==> src/rtl/csw_pkg.sv <==
// Package: shared constants and types for the low-memory chip-select controller.
// Assumes a 12-bit control register with fixed control-bit positions.
package csw_pkg;
    localparam int WS_W    = 2;
    localparam int CFG_W   = 12;
    localparam int BIT_DA  = 7;
    localparam int BIT_PSE = 6;
    localparam int BIT_RDY = 2;

    typedef struct packed {
        logic            da;
        logic            pse;
        logic            rdy_ign;
        logic [WS_W-1:0] ws;
    } cfg_t;

    typedef enum logic [1:0] {
        ST_IDLE = 2'd0,
        ST_ADDR = 2'd1,
        ST_WAIT = 2'd2,
        ST_DATA = 2'd3
    } bus_state_t;
endpackage

==> src/rtl/csw_cfg_reg.sv <==
// Module: control register for the region. Stores the writable fields and
// returns ones on the reserved positions. Assumes single-cycle write strobes.
module csw_cfg_reg
    import csw_pkg::*;
#(
    parameter logic [WS_W-1:0] RST_WS = '1
) (
    input  logic             clk,
    input  logic             rst_n,
    input  logic             wr_en,
    input  logic [CFG_W-1:0] wdata,
    output cfg_t             cfg,
    output logic [CFG_W-1:0] rdata
);
    cfg_t cfg_q;
    logic unused_resv;

    assign unused_resv = ^{wdata[CFG_W-1:BIT_DA+1], wdata[BIT_PSE-1:BIT_RDY+1]};

    // Register update: reset to slow, ready-required defaults.
    always_ff @(posedge clk) begin
        if (!rst_n) begin
            cfg_q.da      <= 1'b0;
            cfg_q.pse     <= 1'b0;
            cfg_q.rdy_ign <= 1'b0;
            cfg_q.ws      <= RST_WS;
        end else if (wr_en) begin
            cfg_q.da      <= wdata[BIT_DA];
            cfg_q.pse     <= wdata[BIT_PSE];
            cfg_q.rdy_ign <= wdata[BIT_RDY];
            cfg_q.ws      <= wdata[WS_W-1:0];
        end
    end

    // Read view: reserved positions forced high.
    always_comb begin
        rdata          = '1;
        rdata[BIT_DA]  = cfg_q.da;
        rdata[BIT_PSE] = cfg_q.pse;
        rdata[BIT_RDY] = cfg_q.rdy_ign;
        rdata[WS_W-1:0] = cfg_q.ws;
    end

    assign cfg = cfg_q;

    assert_write_lands_R2: assert property (@(posedge clk) disable iff (!rst_n)
        wr_en |=> (rdata[BIT_DA] == $past(wdata[BIT_DA])) &&
                  (rdata[WS_W-1:0] == $past(wdata[WS_W-1:0])));
endmodule

==> src/rtl/csw_strap_latch.sv <==
// Module: captures the bus-enable strap while reset is held. The value from
// the last reset clock is kept. Assumes the strap is stable near reset release.
module csw_strap_latch (
    input  logic clk,
    input  logic rst_n,
    input  logic strap_pin,
    output logic strap_hi
);
    logic strap_q;

    // Capture: follow the pin only while reset is active.
    always_ff @(posedge clk) begin
        if (!rst_n) strap_q <= strap_pin;
    end

    assign strap_hi = strap_q;

    assert_strap_held_R8: assert property (@(posedge clk) disable iff (!rst_n)
        $past(rst_n) |-> $stable(strap_q));
endmodule

==> src/rtl/csw_bus_seq.sv <==
// Module: per-access sequencer. Captures the settings at access start, then
// runs the address phase, the wait states and the data phase, and raises
// cycle-done. Assumes start strobes are ignored while an access runs.
module csw_bus_seq
    import csw_pkg::*;
(
    input  logic            clk,
    input  logic            rst_n,
    input  logic            cyc_start,
    input  logic            addr_hit,
    input  logic            ready_in,
    input  logic [WS_W-1:0] ws,
    input  logic            rdy_ign,
    input  logic            suppress,
    output logic            lcs_n,
    output logic            addr_phase,
    output logic            ad_oe,
    output logic            cyc_done
);
    bus_state_t      state;
    logic [WS_W-1:0] ws_snap;
    logic [WS_W-1:0] wcnt;
    logic            ign_snap;
    logic            sup_snap;
    logic            done_q;
    logic            data_end;

    assign data_end = (state == ST_DATA) && (ign_snap || ready_in);

    // Sequencer: state, wait counter and captured settings.
    always_ff @(posedge clk) begin
        if (!rst_n) begin
            state    <= ST_IDLE;
            ws_snap  <= '0;
            wcnt     <= '0;
            ign_snap <= 1'b0;
            sup_snap <= 1'b0;
        end else begin
            case (state)
                ST_IDLE: begin
                    if (cyc_start && addr_hit) begin
                        state    <= ST_ADDR;
                        ws_snap  <= ws;
                        ign_snap <= rdy_ign;
                        sup_snap <= suppress;
                    end
                end
                ST_ADDR: begin
                    if (ws_snap == '0) begin
                        state <= ST_DATA;
                    end else begin
                        state <= ST_WAIT;
                        wcnt  <= WS_W'(1);
                    end
                end
                ST_WAIT: begin
                    if (wcnt == ws_snap) state <= ST_DATA;
                    else wcnt <= wcnt + WS_W'(1);
                end
                ST_DATA: begin
                    if (data_end) state <= ST_IDLE;
                end
                default: state <= ST_IDLE;
            endcase
        end
    end

    // Completion flag: one clock after the data phase ends.
    always_ff @(posedge clk) begin
        if (!rst_n) done_q <= 1'b0;
        else        done_q <= data_end;
    end

    assign lcs_n      = (state == ST_IDLE);
    assign addr_phase = (state == ST_ADDR);
    assign ad_oe      = addr_phase && !sup_snap;
    assign cyc_done   = done_q;

    assert_done_single_R6: assert property (@(posedge clk) disable iff (!rst_n)
        cyc_done |=> !cyc_done);
    assert_done_after_cs_R6: assert property (@(posedge clk) disable iff (!rst_n)
        cyc_done |-> (lcs_n && !$past(lcs_n)));
    assert_wait_bound_R4: assert property (@(posedge clk) disable iff (!rst_n)
        (state == ST_WAIT) |-> ((wcnt != '0) && (wcnt <= ws_snap)));
    assert_ignore_ends_R4: assert property (@(posedge clk) disable iff (!rst_n)
        ((state == ST_DATA) && ign_snap) |=> lcs_n);
    assert_idle_hold_R3: assert property (@(posedge clk) disable iff (!rst_n)
        (lcs_n && !(cyc_start && addr_hit)) |=> lcs_n);
    assert_snap_stable_R9: assert property (@(posedge clk) disable iff (!rst_n)
        (!lcs_n && !$past(lcs_n)) |-> ($stable(ws_snap) && $stable(ign_snap)));
endmodule

==> src/rtl/csw_lowmem_ctl.sv <==
// Module: top of the low-memory chip-select controller. Joins the control
// register, the strap capture and the access sequencer. Assumes that the
// address decode and the bus-cycle start come from outside.
module csw_lowmem_ctl
    import csw_pkg::*;
#(
    parameter logic [WS_W-1:0] RST_WS = '1
) (
    input  logic             clk,
    input  logic             rst_n,
    input  logic             strap_pin,
    input  logic             cfg_wr,
    input  logic [CFG_W-1:0] cfg_wdata,
    output logic [CFG_W-1:0] cfg_rdata,
    output logic             psram_en,
    input  logic             cyc_start,
    input  logic             addr_hit,
    input  logic             ready_in,
    output logic             lcs_n,
    output logic             addr_phase,
    output logic             ad_oe,
    output logic             cyc_done
);
    cfg_t cfg;
    logic strap_hi;
    logic suppress;

    csw_cfg_reg #(.RST_WS(RST_WS)) u_cfg (
        .clk   (clk),
        .rst_n (rst_n),
        .wr_en (cfg_wr),
        .wdata (cfg_wdata),
        .cfg   (cfg),
        .rdata (cfg_rdata)
    );

    csw_strap_latch u_strap (
        .clk       (clk),
        .rst_n     (rst_n),
        .strap_pin (strap_pin),
        .strap_hi  (strap_hi)
    );

    assign suppress = cfg.da && strap_hi;
    assign psram_en = cfg.pse;

    csw_bus_seq u_seq (
        .clk        (clk),
        .rst_n      (rst_n),
        .cyc_start  (cyc_start),
        .addr_hit   (addr_hit),
        .ready_in   (ready_in),
        .ws         (cfg.ws),
        .rdy_ign    (cfg.rdy_ign),
        .suppress   (suppress),
        .lcs_n      (lcs_n),
        .addr_phase (addr_phase),
        .ad_oe      (ad_oe),
        .cyc_done   (cyc_done)
    );

    assert_strap_override_R8: assert property (@(posedge clk) disable iff (!rst_n)
        (addr_phase && !strap_hi) |-> ad_oe);
    assert_drive_only_addr_R7: assert property (@(posedge clk) disable iff (!rst_n)
        ad_oe |-> (addr_phase && !lcs_n));
endmodule

==> config.mk <==
export PLATFORM = sky130hd
export DESIGN_NAME = csw_lowmem_ctl
export DESIGN_NICKNAME = d
export VERILOG_FILES = /design/src/rtl/csw_pkg.sv /design/src/rtl/csw_cfg_reg.sv /design/src/rtl/csw_strap_latch.sv /design/src/rtl/csw_bus_seq.sv /design/src/rtl/csw_lowmem_ctl.sv
export SDC_FILE = /design/constraint.sdc
export NUM_CORES = 1
export LEC_CHECK = 0
export CORE_MARGIN = 1
export CORE_UTILIZATION = 37
export CTS_BUF_LIST = sky130_fd_sc_hd__clkbuf_8
export CTS_CLUSTER_SIZE = 10
export DETAILED_ROUTE_END_ITERATION = 12
export PLACE_DENSITY_LB_ADDON = 0.05
export SYNTH_ARGS = -nofsm -noshare
export SYNTH_HDL_FRONTEND = slang
export SYNTH_SLANG_ARGS = --single-unit
==> constraint.sdc <==
create_clock -name clk -period 1.46 [get_ports clk]
set_input_delay 0.292 -clock clk [delete_from_list [all_inputs] [get_ports clk]]
set_output_delay 0.292 -clock clk [all_outputs]
set_load 0.05 [all_outputs]
=== Word level (Yosys, flattened, before mapping) ===
Cells that the tools add are included.

* Bits in read-only memories: 0
* Bits of input ports: 19
* Latch bits: 0
* Output and inout bits: 17
* Logic and storage cells: 41
* Memory bits (writable): 0
* Memories: 0
* Bits in registers: 15

* Bitwise operators: 0
* Shifts and indexed selects: 0
* Mux-type cells: 8
* Equal/unequal tests: 9
* Order comparisons: 0
* Div/mod/pow operators: 0
* Reduce and logical (&&, ||, !) cells: 12
* Multipliers: 0
* Add/subtract/negate cells: 1

{| class="wikitable"
|+ Operators by type and width
! kind !! count
|-
| 2-to-1 mux 2 bit || 5
|-
| one-hot mux 2 bit (4 select lines) || 1
|-
| != test 2 x 1 -> 1 bit (second input constant) || 3
|-
| AND reduction 3 bit || 2
|-
| == test 2 bit (second input constant) || 2
|-
| logical AND 1 bit || 4
|-
| logical NOT 2 bit || 2
|-
| != test 2 bit (second input constant) || 2
|-
| one-hot mux 2 bit (2 select lines) || 1
|-
| adder 2 x 1 -> 2 bit (second input constant) || 1
|-
| == test 2 x 1 -> 1 bit (second input constant) || 1
|-
| == test 2 bit || 1
|-
| AND reduction 2 bit || 1
|-
| nonzero test 2 bit || 1
|-
| logical NOT 1 bit || 1
|-
| logical OR 1 bit || 1
|-
| 2-to-1 mux 1 bit || 1
|}

=== Longest topological paths before layout ===
* Depth after elaboration: 4
* Depth in mapped cells: 6
* Gate-level depth less buffers: 6

=== Hierarchy ===
Synthesis repeated with hierarchy kept, for this count alone.

* Cell total of the unflattened synthesis: 87
* Area total of the unflattened synthesis: 839.6 µm²

{| class="wikitable"
|+ By module, submodules not included
! module !! area an instance (µm²) !! times used !! sequential area each (µm²) !! cells an instance
|-
| csw_bus_seq || 518.0 || 1 || 180.2 || 55
|-
| csw_cfg_reg || 281.5 || 1 || 100.1 || 29
|-
| csw_strap_latch || 33.8 || 1 || 30.0 || 2
|-
| csw_lowmem_ctl || 6.3 || 1 || 0.0 || 1
|}

=== Worst setup path after synthesis ===
Ideal clock, no wire load.

* Path kind: register -> output
* Start: reg u_seq.state[1]
* End: out ad_oe
* Cell stages (with the launch flop): 4
* Data arrival time: 1.659 ns
* Path slack: -0.491 ns
* Buffers on the path: 0
* Required time: 1.168 ns
* Cells stage by stage: dfxtp_1 > inv_1 > ha_1 > nor2b_1

* Longest elaborated chain between the ends: 2

{| class="wikitable"
|+ RTL lines
! element !! RTL line !! text
|-
| start, declared || csw_bus_seq.sv:20 || <nowiki>bus_state_t state;</nowiki>
|-
| start signal, assigned || csw_bus_seq.sv:33 || <nowiki>state <= ST_IDLE;</nowiki>
|-
| start signal, assigned || csw_bus_seq.sv:42 || <nowiki>state <= ST_ADDR;</nowiki>
|-
| start signal, assigned || csw_bus_seq.sv:50 || <nowiki>state <= ST_DATA;</nowiki>
|-
| == test 2 x 1 -> 1 bit || csw_bus_seq.sv:75 || <nowiki>assign addr_phase = (state == ST_ADDR);</nowiki>
|-
| via addr_phase || csw_lowmem_ctl.sv:20 || <nowiki>output logic addr_phase,</nowiki>
|-
| logical AND 1 bit || csw_bus_seq.sv:76 || <nowiki>assign ad_oe = addr_phase && !sup_snap;</nowiki>
|-
| end, declared || csw_lowmem_ctl.sv:21 || <nowiki>output logic ad_oe,</nowiki>
|}

The timed path passes the listed nets, and every way through them passes these cells.

=== Final worst setup path ===
* Start: reg u_seq.state[1]
* End: out ad_oe

* Longest elaborated chain between the ends: 2

{| class="wikitable"
|+ RTL lines
! element !! RTL line
|-
| == test 2 x 1 -> 1 bit || csw_bus_seq.sv:75
|-
| logical AND 1 bit || csw_bus_seq.sv:76
|}

No other way between the ends.

==> flow_metrics.py <==
metrics = {
    "run_status": {
        "outcome": "finished with violations",
        "violations": "setup timing",
    },
    "placed_design": {
        "dp.cells": 132,
        "place.gp.congestion": 0.679,
        "dp_hpwl_microns": 1210,
        "io_buffers": 21,
    },
    "min_path": {
        "hold_path.class": "flip-flop to flip-flop",
    },
    "sta": {
        "rsz0062_at_grt": "yes",
        "setup_viol": 1,
        "final_hold_viol_count": 0,
        "slew_violations": 0,
        "skew_ns": 0.00421,
        "fin_crit_sh_pct": 101,
        "max_freq_ghz": 0.680,
        "fin_crit_ns": 1.47,
        "setup_slack_ns": -0.0116,
        "final.setup.tns_ns": -0.0116,
    },
    "cts": {
        "postCtsSetupBuffers": 0,
        "cts_max_level": 1,
        "clk_latency_ns": 0.24,
        "clkSinkCount": 15,
        "cts.path.max_buffers": 2,
        "cts_tree": "yes",
        "clkTransAtPathRegs_ns": 0.06,
        "root_buffer": "clkbuf_8",
        "cts_buffers": 3,
    },
    "finish": {
        "final_cell_mix": "dfxtp_1 (12), nor2_1 (11), clkdlybuf4s50_1 (11)",
        "layout-drive-gt1-share_pct": 27.5,
        "syn2layout_area_growth_pct": 57.0,
        "n_fill_cell": 166,
        "final_nets": 133,
        "antennaDiodeCount": 0,
        "seq_area_sq_um": 315,
        "fin_cells": 136,
        "final_common_cell": "dfxtp_1",
        "multi_input_area_sq_um": 418,
    },
    "power_and_ir_drop": {
        "combinationalPowerShare_pct": 55.1,
        "intPower_w": 0.00120,
        "powerDensity_nw_per_um2": 1610,
        "seqPwrFrac_pct": 28.0,
        "vdd_ir_drop_max_v": 0.00132,
        "p_sw_w": 0.000720,
        "pwr-share-clk_pct": 16.9,
        "p_leak_nw": 0.523,
        "swShare_pct": 37.5,
    },
    "die": {
        "start_util_pct": 39.1,
        "die_width_microns": 47.3,
        "boundaryPins": 36,
        "die-area_sq_um": 2240,
        "core-area_sq_um": 1940,
        "die_h_microns": 47.3,
        "rows": 16,
    },
    "flow_run": {
        "max_cap_viol_count": 0,
    },
    "route": {
        "dr_total_vias": 610,
        "routedWlPerCell_microns": 11.1,
        "drt_drc_violations_left": 0,
        "postRouteAntennaNets": 0,
        "drt-initial-drc-count": 3,
        "drt-pass1-iter-count": 2,
        "routed_wl_microns": 1510,
        "routed_via_density": 4.49,
    },
    "synthesis": {
        "syn_area_sq_um": 759,
        "synth-seq-area-share_pct": 40.9,
        "syn_area_per_cell_sq_um": 9.26,
        "synth_warnings": 0,
        "ys_ff_latch": 15,
        "synth_top_area_cell": "dfxtp_1",
        "yosys.area_share.xor_xnor_pct": 2.31,
        "synth_top_family_by_area": "simple AND/OR/NAND/NOR gates",
        "synthTopCellsByArea": "dfxtp_1 (37%), mux2i_1 (12%), buf_4 (8.9%)",
        "synthAdderAreaFrac_pct": 6.59,
        "synth_mux_area_share_pct": 11.9,
        "yosys.area_share.simple_pct": 16.1,
        "synth.distinct_cells": 25,
        "synth_top_cell_area_share_pct": 36.9,
        "synth_cells": 82,
        "synth_compound_area_share_pct": 10.4,
    },
    "worst_setup_path": {
        "crit_arrival_ns": 1.18,
        "endpoint_kind": "primary output",
        "cp_max_fo": 2,
        "r2r_slack_ns": 0.02,
        "path_class": "flip-flop to primary output",
        "crit_path_start_kind": "flip-flop",
        "cp_data_required_time_ns": 1.17,
    },
    "grt": {
        "first_global_vias": 522,
        "grt-ovfl-total": 0,
        "gr-usage-all-layers_pct": 15.0,
        "grt_pass1_wl_microns": 2290,
        "grt_max_degree": 11,
        "antenna_found_initial": 0,
    },
}
sequential cells by signal, summed over array words and instances (netlist names):
signal and count:
u_strap.strap_hi 1, u_seq.wcnt 2, u_seq.state 2, u_seq.sup_snap 1, u_seq.ws_snap 2, u_cfg.cfg 5
u_seq.ign_snap 1, u_seq.cyc_done 1
final cells by class:
cell class              count  area share (%)
flip-flops and latches     15            26.4
clock inverters             1           0.315
multi-input cells          59            35.0
inverters                   3            1.15
repair buffers             28            30.7
clock buffers               3            3.46
well taps                  27            2.83
power groups by stage:
stage               Clock (W)  Combinational (W)  Sequential, W
floorplan                   0           0.000620       0.000549
global placement            0            0.00102       0.000531
finish               0.000324            0.00106       0.000538
global route         0.000349            0.00113       0.000547
detailed placement          0            0.00103       0.000533
CTS                  0.000327            0.00107       0.000538
worst paths after layout:
kind,from,to,cells past startpoint
max,u_seq.state[1],ad_oe,5
min,u_seq.ign_snap,u_seq.ign_snap,2
max reg2reg,u_seq.state[1],u_seq.wcnt[1],6
min reg2reg,u_seq.ign_snap,u_seq.ign_snap,2
synthesized netlist by cell type (all sizes together):
master,count
clkbuf,2
a221oi,2
nand2,9
nand3,2
a21boi,2
conb,1
nor3b,1
o221a,1
ha,4
xnor2,2
and3,1
edfxtp,1
a21oi,3
nor2b,2
nor3,1
nor2,11
a32o,1
nand2b,1
dfxtp,14
mux2i,9
inv,3
buf,9
kinds of logic after synthesis:
logic type / Yosys count
adder cells (fa/ha/maj): 4
AND/OR/NAND/NOR: 28
flip-flops: 15
XOR/XNOR: 2
buffers and inverters: 14
AO/OA/AOI/OAI: 9
other: 1
multiplexers: 9
critical path, stage by stage (launching register included):
cell and delay (ns):
dfxtp_2 0.35, inv_4 0.05, ha_4 0.15, buf_6 0.12, nor2b_4 0.12, buf_12 0.14
metrics by stage:
stage | setup WS, ns | power [W] | hold slack [ns] | instance area [sq um] | utilization [%]
final | -0.0116 | 0.00192 | 0.504 | 1190 | 61.4
after global routing | -0.0585 | 0.00202 | 0.534 | 1190 | 61.4
after CTS | -0.0154 | 0.00193 | 0.510 | 1190 | 61.4
after detailed placement | -0.152 | 0.00157 | 0.497 | 1130 | 58.2
after global placement | -0.132 | 0.00155 | 0.483 | 1130 | 58.2
after floorplan | -0.0646 | 0.00117 | 0.391 | 810 | -
per-layer routing:
layer	vias up	routed length, microns	share of wire (%)	GRT usage (%)
met5	-	0	0	0
li1	312	-	-	-
met1	276	719	48	20.0
met2	20	703	46	22.7
met4	0	8	0.53	3.43
met3	2	82	5.4	5.77
what timing repair did:
| item | 4_1_cts | 5_1_grt |
|---|---|---|
| endpoints found under the setup margin | 5 | 3 |
| resized for setup | 7 | 0 |
| hold buffers | 0 | 0 |
| cloned | 0 | 0 |
| pin swaps | 1 | 0 |
(Power assumes the default switching activity.)
